===== config.mk =====
export PLATFORM = sky130hd
export DESIGN_NAME = radix_walker
export DESIGN_NICKNAME = d
export VERILOG_FILES = /design/src/rtl/rw_pkg.sv /design/src/rtl/rw_seg_size_check.sv /design/src/rtl/rw_addr_gen.sv /design/src/rtl/radix_walker.sv
export SDC_FILE = /design/constraint.sdc
export NUM_CORES = 1
export LEC_CHECK = 0
export BUFFER_PORTS_ARGS = -buffer_cell sky130_fd_sc_hd__buf_2
export CAP_MARGIN = 10
export CORE_MARGIN = 8
export CORE_UTILIZATION = 49
export CTS_BUF_LIST = sky130_fd_sc_hd__clkbuf_8
export DETAILED_ROUTE_END_ITERATION = 12
export GPL_TIMING_DRIVEN = 0
export PLACE_DENSITY = 0.83
export SYNTH_ARGS = -nofsm -noshare
export SYNTH_HDL_FRONTEND = slang
export SYNTH_SLANG_ARGS = --single-unit

===== constraint.sdc =====
create_clock -name clk -period 5.3 [get_ports clk]
set_input_delay 0.265 -clock clk [delete_from_list [all_inputs] [get_ports clk]]
set_output_delay 0.265 -clock clk [all_outputs]
set_load 0.02 [all_outputs]

===== src/rtl/rw_pkg.sv =====
package rw_pkg;
  typedef enum logic [1:0] {
    FLT_NONE    = 2'd0,
    FLT_SEGMENT = 2'd1,
    FLT_TREE    = 2'd2,
    FLT_INVALID = 2'd3
  } walk_fault_e;

  typedef enum logic [1:0] {
    ST_IDLE = 2'd0,
    ST_PRT  = 2'd1,
    ST_DIR  = 2'd2
  } walk_state_e;

  localparam int unsigned SHIFT_W  = 6;
  localparam int unsigned SIZE_W   = 5;
  localparam int unsigned SEG_BIAS = 19;
endpackage


===== src/rtl/rw_seg_size_check.sv =====
module rw_seg_size_check
  import rw_pkg::*;
#(
  parameter int unsigned MIN_SIZE = 5,
  parameter int unsigned MAX_SIZE = 16
) (
  input  logic [63:31]        ea_hi,
  input  logic [SIZE_W-1:0]   tree_size,
  input  logic [SHIFT_W-1:0]  cur_shift,
  input  logic [SIZE_W-1:0]   size_fld,
  output logic                seg_fault,
  output logic                size_bad,
  output logic [SHIFT_W-1:0]  next_shift
);
  logic [30:0] span_m;

  always_comb begin
    for (int i = 0; i < 31; i++) span_m[i] = (i < int'(tree_size));
    seg_fault  = (ea_hi[63] ^ ea_hi[62]) | (|(ea_hi[61:31] & ~span_m));
    size_bad   = (size_fld < SIZE_W'(MIN_SIZE)) | (size_fld > SIZE_W'(MAX_SIZE)) |
                 ({1'b0, size_fld} > cur_shift);
    next_shift = cur_shift - {1'b0, size_fld};
  end
endmodule


===== src/rtl/rw_addr_gen.sv =====
module rw_addr_gen
  import rw_pkg::*;
(
  input  logic [55:12]        tbl_hi,
  input  logic [SIZE_W-1:0]   tbl_size,
  input  logic [31:0]         eff_pid,
  input  logic [55:8]         dir_base,
  input  logic [SIZE_W-1:0]   size_fld,
  input  logic [SHIFT_W-1:0]  idx_shift,
  input  logic [55:12]        ea_page,
  input  logic [11:0]         ea_off,
  input  logic [55:12]        leaf_page,
  input  logic [SHIFT_W-1:0]  leaf_shift,
  output logic [63:0]         prt_addr,
  output logic [63:0]         dir_addr,
  output logic [63:0]         leaf_addr
);
  logic [23:0] pid_m;
  logic [15:0] idx_m;
  logic [43:0] off_m;
  logic [43:0] ea_sh;
  logic [15:0] slot;
  logic        unused_sh;

  always_comb begin
    for (int i = 0; i < 24; i++) pid_m[i] = (i < int'(tbl_size));
    for (int i = 0; i < 16; i++) idx_m[i] = (i < int'(size_fld));
    for (int i = 0; i < 44; i++) off_m[i] = (i < int'(leaf_shift));
    ea_sh = ea_page >> idx_shift;
    slot  = ({dir_base[18:8], 5'b0} & ~idx_m) | (ea_sh[15:0] & idx_m);
    prt_addr  = {8'h00, tbl_hi[55:36],
                 (tbl_hi[35:12] & ~pid_m) | (eff_pid[31:8] & pid_m),
                 eff_pid[7:0], 4'h0};
    dir_addr  = {8'h00, dir_base[55:19], slot, 3'b000};
    leaf_addr = {8'h00, (leaf_page & ~off_m) | (ea_page & off_m), ea_off};
  end

  assign unused_sh = ^ea_sh[43:16];
endmodule


===== src/rtl/radix_walker.sv =====
module radix_walker
  import rw_pkg::*;
#(
  parameter int unsigned MAX_LEVELS = 4,
  parameter int unsigned MIN_SIZE   = 5,
  parameter int unsigned MAX_SIZE   = 16
) (
  input  logic        clk,
  input  logic        rst_n,
  input  logic        req_valid,
  input  logic [63:0] req_ea,
  input  logic [31:0] req_pid,
  input  logic [63:0] req_prtbl,
  output logic        busy,
  output logic        mem_req,
  output logic [63:0] mem_addr,
  input  logic        mem_ack,
  input  logic [63:0] mem_rdata,
  output logic        done,
  output logic [1:0]  fault,
  output logic [63:0] real_addr
);
  localparam int unsigned LVL_W = $clog2(MAX_LEVELS + 1);

  logic [1:0]         rsync_q;
  logic               rst_int_n;
  walk_state_e        state_q, state_d;
  logic [63:0]        ea_q;
  logic               ea_en;
  logic [SHIFT_W-1:0] shift_q, shift_d;
  logic [LVL_W-1:0]   lvl_q, lvl_d;
  logic               mreq_q, mreq_d;
  logic [63:0]        maddr_q, maddr_d;
  logic               done_q, done_d;
  walk_fault_e        fault_q, fault_d;
  logic [63:0]        ra_q, ra_d;

  logic [31:0]        eff_pid;
  logic [SIZE_W-1:0]  rts;
  logic [SHIFT_W-1:0] cur_shift, next_shift;
  logic               seg_fault, size_bad;
  logic [63:0]        prt_addr, dir_addr, leaf_addr;
  logic               unused_bits;

  always_ff @(posedge clk or negedge rst_n) begin
    if (!rst_n) rsync_q <= 2'b00;
    else        rsync_q <= {rsync_q[0], 1'b1};
  end
  assign rst_int_n = rsync_q[1];

  assign eff_pid   = req_ea[63] ? 32'd0 : req_pid;
  assign rts       = {mem_rdata[62:61], mem_rdata[7:5]};
  assign cur_shift = (state_q == ST_PRT) ? ({1'b0, rts} + SHIFT_W'(SEG_BIAS)) : shift_q;
  assign unused_bits = ^{mem_rdata[60:56], req_prtbl[63:56], req_prtbl[11:5]};

  rw_seg_size_check #(.MIN_SIZE(MIN_SIZE), .MAX_SIZE(MAX_SIZE)) u_check (
    .ea_hi      (ea_q[63:31]),
    .tree_size  (rts),
    .cur_shift  (cur_shift),
    .size_fld   (mem_rdata[4:0]),
    .seg_fault  (seg_fault),
    .size_bad   (size_bad),
    .next_shift (next_shift)
  );

  rw_addr_gen u_addr (
    .tbl_hi     (req_prtbl[55:12]),
    .tbl_size   (req_prtbl[4:0]),
    .eff_pid    (eff_pid),
    .dir_base   (mem_rdata[55:8]),
    .size_fld   (mem_rdata[4:0]),
    .idx_shift  (next_shift),
    .ea_page    (ea_q[55:12]),
    .ea_off     (ea_q[11:0]),
    .leaf_page  (mem_rdata[55:12]),
    .leaf_shift (shift_q),
    .prt_addr   (prt_addr),
    .dir_addr   (dir_addr),
    .leaf_addr  (leaf_addr)
  );

  always_comb begin
    state_d = state_q;
    shift_d = shift_q;
    lvl_d   = lvl_q;
    mreq_d  = 1'b0;
    maddr_d = maddr_q;
    done_d  = 1'b0;
    fault_d = fault_q;
    ra_d    = ra_q;
    ea_en   = 1'b0;
    unique case (state_q)
      ST_IDLE: begin
        if (req_valid) begin
          ea_en   = 1'b1;
          mreq_d  = 1'b1;
          maddr_d = prt_addr;
          lvl_d   = '0;
          state_d = ST_PRT;
        end
      end
      ST_PRT: begin
        if (mem_ack) begin
          if (seg_fault || size_bad) begin
            done_d  = 1'b1;
            fault_d = seg_fault ? FLT_SEGMENT : FLT_TREE;
            ra_d    = '0;
            state_d = ST_IDLE;
          end else begin
            mreq_d  = 1'b1;
            maddr_d = dir_addr;
            shift_d = next_shift;
            lvl_d   = LVL_W'(1);
            state_d = ST_DIR;
          end
        end
      end
      ST_DIR: begin
        if (mem_ack) begin
          if (!mem_rdata[63]) begin
            done_d  = 1'b1;
            fault_d = FLT_INVALID;
            ra_d    = '0;
            state_d = ST_IDLE;
          end else if (mem_rdata[62]) begin
            done_d  = 1'b1;
            fault_d = FLT_NONE;
            ra_d    = leaf_addr;
            state_d = ST_IDLE;
          end else if (lvl_q == LVL_W'(MAX_LEVELS) || size_bad) begin
            done_d  = 1'b1;
            fault_d = FLT_TREE;
            ra_d    = '0;
            state_d = ST_IDLE;
          end else begin
            mreq_d  = 1'b1;
            maddr_d = dir_addr;
            shift_d = next_shift;
            lvl_d   = lvl_q + LVL_W'(1);
          end
        end
      end
      default: state_d = ST_IDLE;
    endcase
  end

  always_ff @(posedge clk or negedge rst_int_n) begin
    if (!rst_int_n) begin
      state_q <= ST_IDLE;
      ea_q    <= '0;
      shift_q <= '0;
      lvl_q   <= '0;
      mreq_q  <= 1'b0;
      maddr_q <= '0;
      done_q  <= 1'b0;
      fault_q <= FLT_NONE;
      ra_q    <= '0;
    end else begin
      state_q <= state_d;
      mreq_q  <= mreq_d;
      done_q  <= done_d;
      shift_q <= shift_d;
      lvl_q   <= lvl_d;
      maddr_q <= maddr_d;
      if (ea_en)  ea_q    <= req_ea;
      if (done_d) fault_q <= fault_d;
      if (done_d) ra_q    <= ra_d;
    end
  end

  assign busy      = (state_q != ST_IDLE);
  assign mem_req   = mreq_q;
  assign mem_addr  = maddr_q;
  assign done      = done_q;
  assign fault     = fault_q;
  assign real_addr = ra_q;

  p_req_pulse_r10: assert property (@(posedge clk) disable iff (!rst_int_n)
    mem_req |=> !mem_req);
  p_req_while_busy_r12: assert property (@(posedge clk) disable iff (!rst_int_n)
    mem_req |-> busy);
  p_req_aligned_r6: assert property (@(posedge clk) disable iff (!rst_int_n)
    mem_req |-> (mem_addr[63:56] == 8'h00 && mem_addr[2:0] == 3'b000));
  p_done_pulse_r11: assert property (@(posedge clk) disable iff (!rst_int_n)
    done |=> !done);
  p_fault_no_addr_r11: assert property (@(posedge clk) disable iff (!rst_int_n)
    (done && fault != FLT_NONE) |-> real_addr == 64'd0);
  p_idle_at_done_r12: assert property (@(posedge clk) disable iff (!rst_int_n)
    done |-> !busy);
  p_page_offset_r8: assert property (@(posedge clk) disable iff (!rst_int_n)
    (done && fault == FLT_NONE) |-> real_addr[11:0] == ea_q[11:0]);
  p_level_cap_r9: assert property (@(posedge clk) disable iff (!rst_int_n)
    lvl_q <= LVL_W'(MAX_LEVELS));
endmodule


---- Yosys cells after proc, flatten, opt, wreduce, memory -nomap -nowiden ----
Index checks and enable logic that the tools add are counted.
operators by class
  add/sub/neg operators ................... 3
  magnitude comparators ................... 118
  eq/ne operators ......................... 12
  shifts and indexed selects .............. 1
  multiplexer cells ....................... 64
  bitwise logic cells ..................... 18
  reduce and logical (&&, ||, !) cells .... 11
operators by type and width
  operator              number
  $mux W64              13
  $pmux W64 S3          1
  $pmux W64 S2          1
  $lt A4 B5 Y1 const A  24
  $lt A5 B5 Y1 const A  23
  $lt A5 B6 Y1 const A  16
  $and A44 B44 Y44      2
  $lt A6 B6 Y1 const A  12
  $lt A3 B5 Y1 const A  12
  $and A24 B24 Y24      2
  $lt A4 B6 Y1 const A  8
  $not A44 Y44          1
  $or A44 B44 Y44       1
  $shr A44 B6 Y16       1
  $mux W6               7
  $and A16 B16 Y16      2
  $mux W32              1
  $and A31 B31 Y31      1
  $not A31 Y31          1
  $reduce_or A31 Y1     1
  $lt A1 B5 Y1 const A  6
  $lt A2 B5 Y1 const A  6
  $mux W2               14
  $lt A3 B6 Y1 const A  4
  36 further kinds      67
storage, ports and cells
  register bits ........................... 209
  bits of input ports ..................... 228
  output and inout bits ................... 133
  word-level logic and storage cells ...... 237

---- Depth between registers and ports, before layout ----
  depth after elaboration ................. 11
  depth in mapped cells ................... 19
  depth with buffers taken out ............ 14

---- Modules after synthesis ----
From an unflattened synthesis, not the netlist that was laid out.
second synthesis, totals
  cell total of the unflattened synthesis .. 1425
  area, all modules ....................... 15048.2 µm²
by module, submodules not included
  module             instances  cells each  area an instance (µm²)
  radix_walker       1          745         9486.6
  rw_addr_gen        1          576         4909.7
  rw_seg_size_check  1          104         651.9

---- Worst setup path after synthesis ----
Ideal clock, no wire load.
  kind .................................... reg2reg
  from .................................... register state_q[1]
  to ...................................... register maddr_q[10], in the netlist mem_addr[10]
  setup time .............................. 0.141 ns
  arrival time ............................ 3.750 ns
  setup slack ............................. 1.409 ns
  cell stages (with the launch flop) ...... 18
  cells stage by stage .................... dfrtp_1 -> inv_1 -> ha_1 -> clkbuf_1 -> clkbuf_1 -> o21ai_0 -> ha_1 -> fa_1 -> buf_2 -> buf_2 -> buf_1 -> mux2_2 -> mux2i_1 -> nor2_1 -> o32ai_1 -> nor4_1 -> a31oi_1 -> a31oi_1
on the way
  longest elaborated chain between the ends .. 11
  elaborated cells on any way between the ends .. 28
  those cells by class .................... add/sub (1); order compare (1); eq/ne (9); shift (1); mux (8); bitwise (3); reduce/logical (5)
RTL lines
  element                 line                                    RTL
  start, declared         radix_walker.sv:27                      walk_state_e state_q, state_d;
  start signal, assigned  radix_walker.sv:159                     state_q <= state_d;
  $eq A2 B1 Y1            radix_walker.sv:53, radix_walker.sv:92
  $mux W6                 radix_walker.sv:53                      assign cur_shift = (state_q == ST_PRT) ? ({1'b0, rts} + SHIFT_W'(SEG_BIAS)) : shift_q;
  $sub A6 B5 Y6           rw_seg_size_check.sv:22                 next_shift = cur_shift - {1'b0, size_fld};
  $shr A44 B6 Y16         rw_addr_gen.sv:29                       ea_sh = ea_page >> idx_shift;
  $and A16 B16 Y16        rw_addr_gen.sv:30                       slot = ({dir_base[18:8], 5'b0} & ~idx_m) | (ea_sh[15:0] & idx_m);
  $or A16 B16 Y16         rw_addr_gen.sv:30
  $mux W64                radix_walker.sv:130                     end else if (lvl_q == LVL_W'(MAX_LEVELS) || size_bad) begin
  $mux W64                radix_walker.sv:125                     end else if (mem_rdata[62]) begin
  $mux W64                radix_walker.sv:120                     if (!mem_rdata[63]) begin
  $mux W64                radix_walker.sv:119                     if (mem_ack) begin
  $pmux W64 S3            radix_walker.sv:92                      unique case (state_q)
  end signal, assigned    radix_walker.sv:164                     maddr_q <= maddr_d;
  end, declared           radix_walker.sv:33                      logic [63:0] maddr_q, maddr_d;
Several ways; a longest one is shown, not always the timed one. The select of a mux whose other input is x is not followed.
A chain may end at the register's enable or synchronous reset.

---- Worst setup path after layout ----
  from .................................... register state_q[1]
  to ...................................... register maddr_q[6], in the netlist mem_addr[6]
The elaborated chain is that of the path after synthesis.

==> flow_metrics.tcl <==
set metrics [dict create \
    status "finished, final reports clean" \
    finalHoldViolCount 0 \
    slew_headroom_pct 23.9 \
    cp-start-kind "flip-flop" \
    ir_drop_v 0.000315 \
    p_leak_uw 0.00722 \
    whs_path_depth 2 \
    numCtsBuffers 17 \
    cp_top_family "buffers and inverters" \
    antenna_found_initial 2 \
    synthArstFlopShare_pct 100 \
    netlist_instances 1345 \
    insertion_delay_ps 510 \
    cp_slowest_stage_delay_ps 580 \
    layout.nets 1997 \
    htreeDepth 4 \
    finClkSkew_ps 18.3 \
    syn2layout_area_growth_pct 25.2 \
    seqCellArea_um2 4760 \
    r2r_slack_ps 170 \
    grt.overflow.total 0 \
    grt_pass1_vias 12900 \
    crit_top_cell "a21oi_1" \
    rows 58 \
    rsz0062_at_grt "no" \
    dieHeight_um 175 \
    route.detailed.drc 0 \
    critical_path_required_ps 5710 \
    dr.pass1.iters 5 \
    critPathBufInv 6 \
    tightest_slew_ps 1130 \
    design.core.area_um2 25000 \
    min_to "ea_q[58]" \
    synth-edff-count 0 \
    drtIter0Drc 1435 \
    path_clk_slew_ps 120 \
    numPortBuffers 316 \
    cts_sinks 190 \
    hpwl_um 41100 \
    syn-mean-instance-area_um2 9.17 \
    critical_path_class "flip-flop to flip-flop" \
    regToRegStartpoint "state_q[1]" \
    drt-met1-wl_um 20700 \
    grt.total_usage_pct 33.8 \
    ys_seq_area_share_pct 38.6 \
    fin_crit_sh_pct 96.7 \
    min_period_ps 5130 \
    power_density_nw_per_um2 598 \
    endpoint_kind "flip-flop" \
    critPathMaxFanout 19 \
    path_depth 18 \
    maxCapViolCount 0 \
    min_path_type "primary input to flip-flop" \
    setup_viol 0 \
    io_pins 361 \
    wirelength_um 53200 \
    root_buffer "clkbuf_8" \
    multiInputGateArea_um2 6820 \
    finalNonFillerCells 2100 \
    holdWs_ps 9.18 \
    synth_ff_type "dfrtp_1" \
    routed_via_density 6.08 \
    top_layer_used "met4" \
    die_area_um2 30500 \
    die_w_um 175 \
    detail_route.wl_per_cell_um 25.3 \
    start_util_pct 49.4 \
    n_fill_cell 2116 \
    ys_warn_count 0 \
    place_congestion 1.00 \
    syn_area_um2 12300 \
    drive_above_1_share_pct 32.3 \
    wl_met3_um 5320 \
    clock_path_buffers 2 \
    wl_met2_um 25200 \
    crit_arrival_ps 5530 \
    dp_cells 2012 \
    ys_types 72 \
    slew_violations 0 \
    fmax_mhz 195 \
    critPathSlowestCell "fa_1" \
    min_from "req_ea[58]" \
    ant_nets 0 \
    grt_max_degree 73 \
    via_count 12800 \
    path_cells "inv_1 > ha_1 > clkbuf_1 > clkbuf_2 > nor2_1 > a21oi_1 > inv_1 > fa_1 > buf_2 > buf_2 > mux2_2 > mux2i_1 > mux2i_1 > nand2_1 > a21oi_1 > a21oi_1 > nor2_1 > o32a_1" \
    grt_pass1_wl_um 79200 \
    r2r_cells 18 \
    synth-seq-cells 190 \
    cts_tree "done" \
    reg2reg_to "mem_addr[6]" \
]
==> metal layers <==
metal	up-vias	track usage, %
met3	128	8.27
met4	0	13.4
met1	6222	41.8
met2	825	56.0
li1	5595	-
met5	-	0
==> report_power, final <==
part | internal, uW | total (uW) | switching (uW) | leakage, uW
registers | 1930 | 2490 | 557 | 0.00239
clock network | 399 | 1050 | 652 | 0.000209
logic | 2110 | 5690 | 3580 | 0.00461
total | 4440 | 9240 | 4790 | 0.00722
==> synth_stat cells, types with 3 or more instances <==
library cell,n,share of area (%)
or2_2,5,0.25
mux2_4,8,0.97
mux2_2,145,13
o31ai_1,6,0.37
nand2b_1,13,0.66
nand4_1,8,0.41
a21o_1,6,0.37
clkbuf_1,62,1.9
mux4_2,9,1.6
buf_4,21,1.3
buf_1,13,0.40
o21ai_1,5,0.20
a21oi_1,86,3.5
o22a_1,5,0.36
a211oi_1,4,0.24
dfrtp_1,190,39
a32o_1,3,0.24
o21a_1,5,0.30
or3_1,3,0.15
nor3b_1,14,0.85
a21boi_0,5,0.30
nand3_1,58,2.4
nor2b_1,8,0.41
buf_2,16,0.65
nor2_1,91,2.8
xor2_1,6,0.43
nand2_1,105,3.2
ha_1,12,1.2
a31oi_1,19,0.96
nor3_1,13,0.53
o211ai_1,11,0.67
buf_6,3,0.27
nor4_1,9,0.46
inv_1,76,2.3
and3_1,5,0.25
mux2i_1,83,6.7
o21ai_0,145,5.9
o22ai_1,22,1.1
xnor2_1,4,0.28
==> cell families after synthesis <==
logic type	after synthesis	share of synthesized area, %
AND/OR/NAND/NOR	346	13.3
buffers and inverters	191	6.80
adder cells (fa/ha/maj)	13	1.38
other	2	0.0609
AO/OA/AOI/OAI	348	16.6
multiplexers	245	22.6
XOR/XNOR	10	0.710
flip-flops	190	38.6
==> worst register-to-register path, stage by stage, from the launching register on <==
cell and delay (ps):
dfrtp_1 420, inv_1 80, ha_1 140, clkbuf_1 340
clkbuf_2 330, nor2_1 70, a21oi_1 320, inv_1 110
fa_1 580, buf_2 280, buf_2 460, mux2_2 410
mux2i_1 340, mux2i_1 250, nand2_1 120, a21oi_1 70
a21oi_1 310, nor2_1 80, o32a_1 350
==> sequential cells by signal, indices dropped and copies added (netlist names), 2 cells and up <==
signal and cells:
ea_q 64, shift_q 6, mem_addr 53, lvl_q 3
fault 2, real_addr 56, state_q 2, rsync_q 2
==> worst max-delay path by stage <==
stage / start / endpoint / slack (ps)
finish: state_q[1] / mem_addr[6] / 170
global route: state_q[1] / mem_addr[6] / 20
CTS: state_q[1] / mem_addr[17] / 100
detailed placement: state_q[1] / mem_addr[17] / -30
global placement: state_q[1] / mem_addr[10] / 20
floorplan: state_q[1] / mem_addr[10] / 1410
==> timing repair <==
item / 4_1_cts / 5_1_grt
hold buffers: 56 / 0
setup buffers: 0 / 0
pin swaps: 0 / 0
endpoints found under the hold margin: 57 / 0
resized for setup: 1 / 3
setup endpoints to repair: 2 / 8
==> cell usage in the layout (no fill, tap or decap), types with 13 or more instances in the layout <==
cell	instances
buf_2	332
dfrtp_1	189
o21ai_0	145
mux2_2	145
nand2_1	105
nor2_1	91
a21oi_1	86
mux2i_1	83
inv_1	76
clkbuf_1	61
nand3_1	58
dlygate4sd3_1	56
buf_4	22
o22ai_1	22
conb_1	20
a31oi_1	19
clkbuf_8	17
nor3b_1	14
nand2b_1	13
nor3_1	13
==> layout make-up <==
class / count / area share, %
clock inverters: 15 / 1.13
clock buffers: 17 / 1.52
diodes: 1 / 0.0162
multi-input cells: 982 / 44.2
inverters: 76 / 1.85
plain buffers: 114 / 3.56
well taps: 330 / 2.67
repair buffers: 375 / 14.3
flip-flops and latches: 190 / 30.8
==> metrics by stage <==
stage | worst slack [ps] | power, uW | cell area, um2 | util [%] | TNS [ps]
global route | 18.7 | 9630 | 15400 | 61.9 | 0
floorplan | 1410 | 5940 | 12400 | - | 0
global placement | 22.3 | 7930 | 14400 | 57.7 | 0
finish | 175 | 9240 | 15400 | 61.9 | 0
detailed placement | -27.7 | 7970 | 14500 | 57.9 | -27.7
CTS | 97.0 | 9040 | 15400 | 61.8 | 0
Power figures use the tool's default switching activity.
